$ cat src/rtl/irq_pkg.sv
package irq_pkg;
  localparam int NSEC_DEF = 4;
  localparam int SW_DEF   = 8;

  typedef enum logic [1:0] {
    SEC_LINK = 2'd0,
    SEC_ATX  = 2'd1,
    SEC_ARX  = 2'd2,
    SEC_ASY  = 2'd3
  } sect_e;
endpackage

$ cat src/rtl/irq_sect.sv
module irq_sect #(
  parameter int SW = 8
) (
  input  logic          clk,
  input  logic          rst_n,
  input  logic [SW-1:0] evt_i,
  input  logic          clr_we_i,
  input  logic          en_we_i,
  input  logic [SW-1:0] wdata_i,
  output logic [SW-1:0] sts_o,
  output logic [SW-1:0] ena_o,
  output logic          sum_o
);
  logic [SW-1:0] sts_q, ena_q, clr_mask, sts_d;

  always_comb begin
    clr_mask = clr_we_i ? wdata_i : '0;
    sts_d    = (sts_q & ~clr_mask) | evt_i;
  end

  always_ff @(posedge clk or negedge rst_n) begin
    if (!rst_n) begin
      sts_q <= '0;
      ena_q <= '0;
    end else begin
      sts_q <= sts_d;
      if (en_we_i) ena_q <= wdata_i;
    end
  end

  assign sts_o = sts_q;
  assign ena_o = ena_q;
  assign sum_o = |(sts_q & ena_q);

  // an event always leaves its bit set, even against a clear
  a_r3_event_wins: assert property (@(posedge clk) disable iff (!rst_n)
    1'b1 |=> ((sts_q & $past(evt_i)) == $past(evt_i)));
  // no bit rises without an event
  a_r1_no_spurious_set: assert property (@(posedge clk) disable iff (!rst_n)
    1'b1 |=> ((sts_q & ~$past(sts_q) & ~$past(evt_i)) == '0));
  // a bit only falls where the host wrote a one through the clear strobe
  a_r2_clear_only_ones: assert property (@(posedge clk) disable iff (!rst_n)
    1'b1 |=> ((~sts_q & $past(sts_q) & ~($past(clr_we_i) ? $past(wdata_i) : '0)) == '0));
  // an enable write lands exactly
  a_r5_enable_load: assert property (@(posedge clk) disable iff (!rst_n)
    en_we_i |=> (ena_o == $past(wdata_i)));
  // enable keeps its value when not written
  a_r5_enable_hold: assert property (@(posedge clk) disable iff (!rst_n)
    !en_we_i |=> $stable(ena_o));
endmodule

$ cat src/rtl/irq_pin.sv
module irq_pin #(
  parameter int NSEC = 4
) (
  input  logic            clk,
  input  logic            rst_n,
  input  logic [NSEC-1:0] glob_i,
  output logic            irq_n_o
);
  always_ff @(posedge clk or negedge rst_n) begin
    if (!rst_n) irq_n_o <= 1'b1;
    else        irq_n_o <= ~(|glob_i);
  end

  // pin follows the summary one cycle later
  a_r8_assert_low: assert property (@(posedge clk) disable iff (!rst_n)
    (glob_i != '0) |=> !irq_n_o);
  a_r8_release_high: assert property (@(posedge clk) disable iff (!rst_n)
    (glob_i == '0) |=> irq_n_o);
endmodule

$ cat src/rtl/irq_hier_ctrl.sv
module irq_hier_ctrl
  import irq_pkg::*;
#(
  parameter int NSEC = NSEC_DEF,
  parameter int SW   = SW_DEF
) (
  input  logic               clk,
  input  logic               rst_n,
  input  logic [NSEC*SW-1:0] evt_i,
  input  logic [NSEC-1:0]    clr_we_i,
  input  logic [NSEC-1:0]    en_we_i,
  input  logic [SW-1:0]      wdata_i,
  output logic [NSEC*SW-1:0] sts_o,
  output logic [NSEC*SW-1:0] ena_o,
  output logic [NSEC-1:0]    glob_o,
  output logic               irq_n_o
);
  localparam int TOTW = NSEC * SW;

  logic [NSEC-1:0] sum;

  for (genvar s = 0; s < NSEC; s++) begin : g_sect
    irq_sect #(.SW(SW)) i_sect (
      .clk      (clk),
      .rst_n    (rst_n),
      .evt_i    (evt_i[s*SW +: SW]),
      .clr_we_i (clr_we_i[s]),
      .en_we_i  (en_we_i[s]),
      .wdata_i  (wdata_i),
      .sts_o    (sts_o[s*SW +: SW]),
      .ena_o    (ena_o[s*SW +: SW]),
      .sum_o    (sum[s])
    );

    // a strobe aimed elsewhere leaves this section's registers alone
    a_r10_isolated: assert property (@(posedge clk) disable iff (!rst_n)
      (!en_we_i[s] && !clr_we_i[s] && evt_i[s*SW +: SW] == '0)
        |=> $stable(sts_o[s*SW +: SW]) && $stable(ena_o[s*SW +: SW]));
  end

  assign glob_o = sum;

  irq_pin #(.NSEC(NSEC)) i_pin (
    .clk     (clk),
    .rst_n   (rst_n),
    .glob_i  (glob_o),
    .irq_n_o (irq_n_o)
  );

  // summary agrees with the full register view
  a_r6_summary_live: assert property (@(posedge clk) disable iff (!rst_n)
    (glob_o != '0) == ((sts_o & ena_o) != {TOTW{1'b0}}));
  // no pending interrupt right after reset release
  a_r9_reset_clean: assert property (@(posedge clk)
    !rst_n |=> (sts_o == '0) && (ena_o == '0) && irq_n_o);
endmodule

$ cat config.mk
export PLATFORM = sky130hd
export DESIGN_NAME = irq_hier_ctrl
export DESIGN_NICKNAME = d
export VERILOG_FILES = /design/src/rtl/irq_pkg.sv /design/src/rtl/irq_sect.sv /design/src/rtl/irq_pin.sv /design/src/rtl/irq_hier_ctrl.sv
export SDC_FILE = /design/constraint.sdc
export NUM_CORES = 1
export LEC_CHECK = 0
export BUFFER_PORTS_ARGS = -buffer_cell sky130_fd_sc_hd__buf_2
export CAP_MARGIN = 20
export CORE_ASPECT_RATIO = 0.75
export CORE_MARGIN = 5
export CORE_UTILIZATION = 40
export CTS_CLUSTER_SIZE = 24
export DETAILED_ROUTE_END_ITERATION = 12
export MAX_ROUTING_LAYER = met4
export PLACE_DENSITY = 0.69
export SETUP_SLACK_MARGIN = 0.3
export SYNTH_ARGS = -nofsm -noshare
export SYNTH_HDL_FRONTEND = slang
export SYNTH_HIERARCHICAL = 1
export SYNTH_SLANG_ARGS = --single-unit
$ cat constraint.sdc
create_clock -name clk -period 1.8 [get_ports clk]
set_clock_uncertainty 0.05 [all_clocks]
set_input_delay 0.09 -clock clk [delete_from_list [all_inputs] [get_ports clk]]
set_output_delay 0.09 -clock clk [all_outputs]
set_load 0.05 [all_outputs]
**Yosys cells after proc, flatten, opt, wreduce, memory -nomap -nowiden**

Index checks and enable logic that the tools add are counted.
W data, S select, Z words.

- Bits of input ports: 50
- Output and inout bits: 69
- Register bits after elaboration: 65
- Logic and storage cells: 35

- Reduce and logical (&&, ||, !) cells: 5
- Mux-type cells: 4
- Bitwise operators: 17

Operator list:

| kind | count |
|---|---|
| $and A8 B8 Y8 | 8 |
| $mux W8 | 4 |
| $not A8 Y8 | 4 |
| $or A8 B8 Y8 | 4 |
| $reduce_or A32 Y1 | 1 |
| $reduce_or A8 Y1 | 4 |
| $not A1 Y1 | 1 |

**Longest topological paths before layout**

- Depth after elaboration: 4
- Gate-level depth with buffers: 3

**Hierarchy**

The synthesis kept the hierarchy.

Modules (own cells, without submodules):

| module | cells each | area each (µm²) | instances | sequential area each (µm²) |
|---|---|---|---|---|
| irq_sect | 47 | 663.1 | 4 | 400.4 |
| irq_pin | 2 | 38.8 | 1 | 26.3 |

**Worst setup path before layout**

OpenSTA, ideal clock, no wires.

- Path kind: reg-to-reg
- Start point: reg g_sect[1].i_sect.ena_q[0]
- End point: reg i_pin.irq_n_o
- Path buffers: 0
- Stages on the path, launching flop included: 4
- Setup slack: -112 ps
- Data required time: 1648 ps
- Arrival time: 1761 ps
- Setup time: 102 ps
- Period minus slack after synthesis: 1912 ps
- Cells stage by stage: dfrtp_1 > a22oi_1 > nand4_1 > nor4_2

- Cells in the longest elaborated chain, start to end: 3

Ends and longest elaborated chain:

| what | line | RTL |
|---|---|---|
| start: declaration | irq_sect.sv:14 | `logic [SW-1:0] sts_q, ena_q, clr_mask, sts_d;` |
| start signal: assignment | irq_sect.sv:27 | `if (en_we_i) ena_q <= wdata_i;` |
| $and A8 B8 Y8 | irq_sect.sv:33 | `assign sum_o = \|(sts_q & ena_q);` |
| $reduce_or A32 Y1 | irq_pin.sv:11 | `else irq_n_o <= ~(\|glob_i);` |
| $not A1 Y1 | irq_pin.sv:11 |  |
| end signal: assignment | irq_pin.sv:11 |  |
| end: declaration | irq_pin.sv:7 | `output logic irq_n_o` |

No other way between the ends.
A chain may end at the register's enable or synchronous reset.

**Final worst setup path**

- Start point: reg g_sect[3].i_sect.sts_q[0]
- End point: out glob_o[3]

- Cells in the longest elaborated chain, start to end: 2

Ends and longest elaborated chain:

| what | line | RTL |
|---|---|---|
| start: declaration | irq_sect.sv:14 |  |
| start signal: assignment | irq_sect.sv:26 | `sts_q <= sts_d;` |
| $and A8 B8 Y8 | irq_sect.sv:33 |  |
| $reduce_or A8 Y1 | irq_sect.sv:33 |  |
| end: declaration | irq_hier_ctrl.sv:15 | `output logic [NSEC-1:0] glob_o,` |

No other way between the ends.

==> results.cfg <==
[yosys]
synth_nets = 240
synth_warnings = 6
synth_xor_area_frac = 0
ys_types = 10
synth-seq-area-share = 0.605
ys_ff_latch = 65
yosys.area_share.simple = 0.0586
muxShareOfSynthArea = 0.179
syn-cell-area_um2 = 2690
synth_top_family_by_area = multiplexers
syn_avg_cell_area_um2 = 14.2
synth_compound_area_frac = 0.134
synth_adder_area_share = 0
synthCells = 190

[timing]
setup_tns_ns = 0
slew-limit-headroom = 0.624
layout_worst_path_cycle_share = 0.831
fmax_mhz = 669
timing.final.hold_violations = 0
period_needed_ns = 1.50
setup_viol = 0
rsz0062_at_grt = yes
worst_slack_ns = 0.305
drv_slew = 0
tightest_slew_ns = 0.565

[critical_path]
critPathArrivalTime_ns = 1.36
startpoint_type = register
worstPathRequired_ns = 1.66
rr_endpoint = i_pin/irq_n_o
rr_worst_depth = 4
r2r-start = g_sect[2].i_sect/ena_o[2]
critPathKind = register to output port
crit_path_max_fanout = 2
rrSetupSlack_ns = 0.46
end_kind = output port

[grt]
grt_util_all_layers = 0.207
grt_pass1_vias = 2417
grt_max_degree = 28
overflow = 0
grt_pass1_wl_mm = 12.8
grt_antenna_before_repair = 0

[place]
place_worst_setup_slack_ns = 0.454
place_congestion = 0.766
portBuffers = 118
place_area_um2 = 3410
hpwl_mm = 5.63

[routing]
drc_errors = 0
drtPass1Iterations = 4
vias = 2178
routedWlPerCell_um = 18.1
viasPerCell = 4.94
wirelength_mm = 7.97
drt_iter0_drc = 72
final_antenna_net_count = 0

[final_layout]
final_cell_area_um2 = 4130
diodes = 0
drive_gt1_frac = 0.658
fin_nets = 405
area_growth_pct = 53.3
fill_cells = 496

[cts]
numClockSinks = 65
cts_root_buf = clkbuf_8
h-tree-depth = 3
cts_buffer_depth = 2
insertion_delay_ns = 0.34
cts_buffers = 9
clk_pin_slew_ns = 0.07
cts_tree = done

[power]
fin_total_pwr_mw = 4.18
peakVddDrop_uv = 591
p_leak_nw = 1.93
cellPowerDensity_nw_per_um2 = 1010

[worst_hold_path]
holdCritPathClass = input port to register
min-delay-start = clr_we_i[0]
whs_path_depth = 3
holdPathEnd = g_sect[0].i_sect/sts_o[7]

[floorplan]
die_y_um = 81.0
die_x_um = 105
io_pins = 119
placeableCoreArea_um2 = 6410
dieArea_um2 = 8490
rows = 25
start_util = 0.420

[status]
run_status = finished, final reports clean

[job]
maxCapViolCount = 0
sequential cells by signal, summed over array words and instances, names as in the netlist:
| register | flops |
|---|---|
| g_sect.i_sect/sts_o | 32 |
| i_pin/irq_n_o | 1 |
| g_sect.i_sect/ena_o | 32 |
layout by cell type, fill, tap and decap left out, types with 2 or more instances in the layout:
cell type,instances
bufinv_16,2
dlygate4sd3_1,33
nand2_1,32
clkbuf_1,2
dfrtp_1,17
buf_2,114
clkbuf_8,12
a22oi_1,3
dfrtp_2,47
a21o_1,32
buf_4,10
a22oi_2,13
mux2_4,32
nand4_1,4
buf_6,4
what timing repair did:
item,4_1_cts,5_1_grt
pin swaps,5,6
hold endpoints to repair,51,0
hold buffers,33,0
resized for setup,11,10
buffers inserted,5,3
setup endpoints to repair,4,4
worst max-delay path: stages (launching register included):
cell     delay [ns]
dfrtp_2        0.42
a22oi_2        0.21
nand4_1        0.19
buf_6          0.20
final cells by class:
class / instances / area, µm² / share of cell area
Clock buffer: 14 / 173 / 0.0419
Timing Repair Buffer: 162 / 1040 / 0.252
Clock inverter: 2 / 60.1 / 0.0146
Tap cell: 81 / 101 / 0.0246
Sequential cell: 65 / 1690 / 0.409
Multi-Input combinational cell: 117 / 1060 / 0.258
cell usage after synthesis (all sizes together):
| cell type | count | area share |
|---|---|---|
| dfstp | 1 | 0.0098 |
| buf | 8 | 0.024 |
| dfrtp | 64 | 0.60 |
| nand2 | 32 | 0.045 |
| nand4 | 4 | 0.0093 |
| a22oi | 16 | 0.045 |
| nor4 | 1 | 0.0046 |
| a21o | 32 | 0.089 |
| mux2 | 32 | 0.18 |
power breakdown:
part	switching (mW)	total (mW)	internal (mW)	leakage (nW)
clock network	0.526	1.42	0.895	0.117
registers	0.113	1.71	1.60	0.668
logic	0.678	1.05	0.369	1.15
logic make-up after synthesis:
logic type / count (synthesis)
buf+inv: 8
flops: 65
mux: 32
compound gates: 48
simple gates: 37
how the worst max path moves through the flow:
stage	slack [ns]	depth (start not counted)	from	end
2_1_floorplan	-0.02	3	g_sect[2].i_sect/ena_o[2]	i_pin/irq_n_o
3_3_place_gp	0.47	3	g_sect[2].i_sect/ena_o[2]	i_pin/irq_n_o
3_5_place_dp	0.45	3	g_sect[2].i_sect/ena_o[0]	i_pin/irq_n_o
4_1_cts	0.26	3	g_sect[3].i_sect/sts_o[0]	glob_o[3]
5_1_grt	0.24	3	g_sect[3].i_sect/sts_o[6]	glob_o[3]
6_report	0.30	3	g_sect[3].i_sect/sts_o[0]	glob_o[3]
through the flow:
| step | util | cells | hold slack (ns) |
|---|---|---|---|
| 5_1_grt | 0.643 | 441 | 0.0448 |
| 2_1_floorplan | - | 190 | -0.256 |
| 6_report | 0.643 | 441 | 0.0506 |
| 4_1_cts | 0.632 | 438 | 0.0309 |
| 3_3_place_gp | 0.532 | 384 | 0.0636 |
| 3_5_place_dp | 0.532 | 384 | 0.0603 |
metal layers:
metal | share of wire | GRT usage | up-vias
li1 | - | - | 1005
met1 | 0.45 | 0.263 | 1054
met2 | 0.45 | 0.307 | 107
met3 | 0.087 | 0.0715 | 12
met4 | 0.018 | 0.0805 | 0
met5 | 0 | - | -
Note: power is estimated with default switching activity, not from simulation.
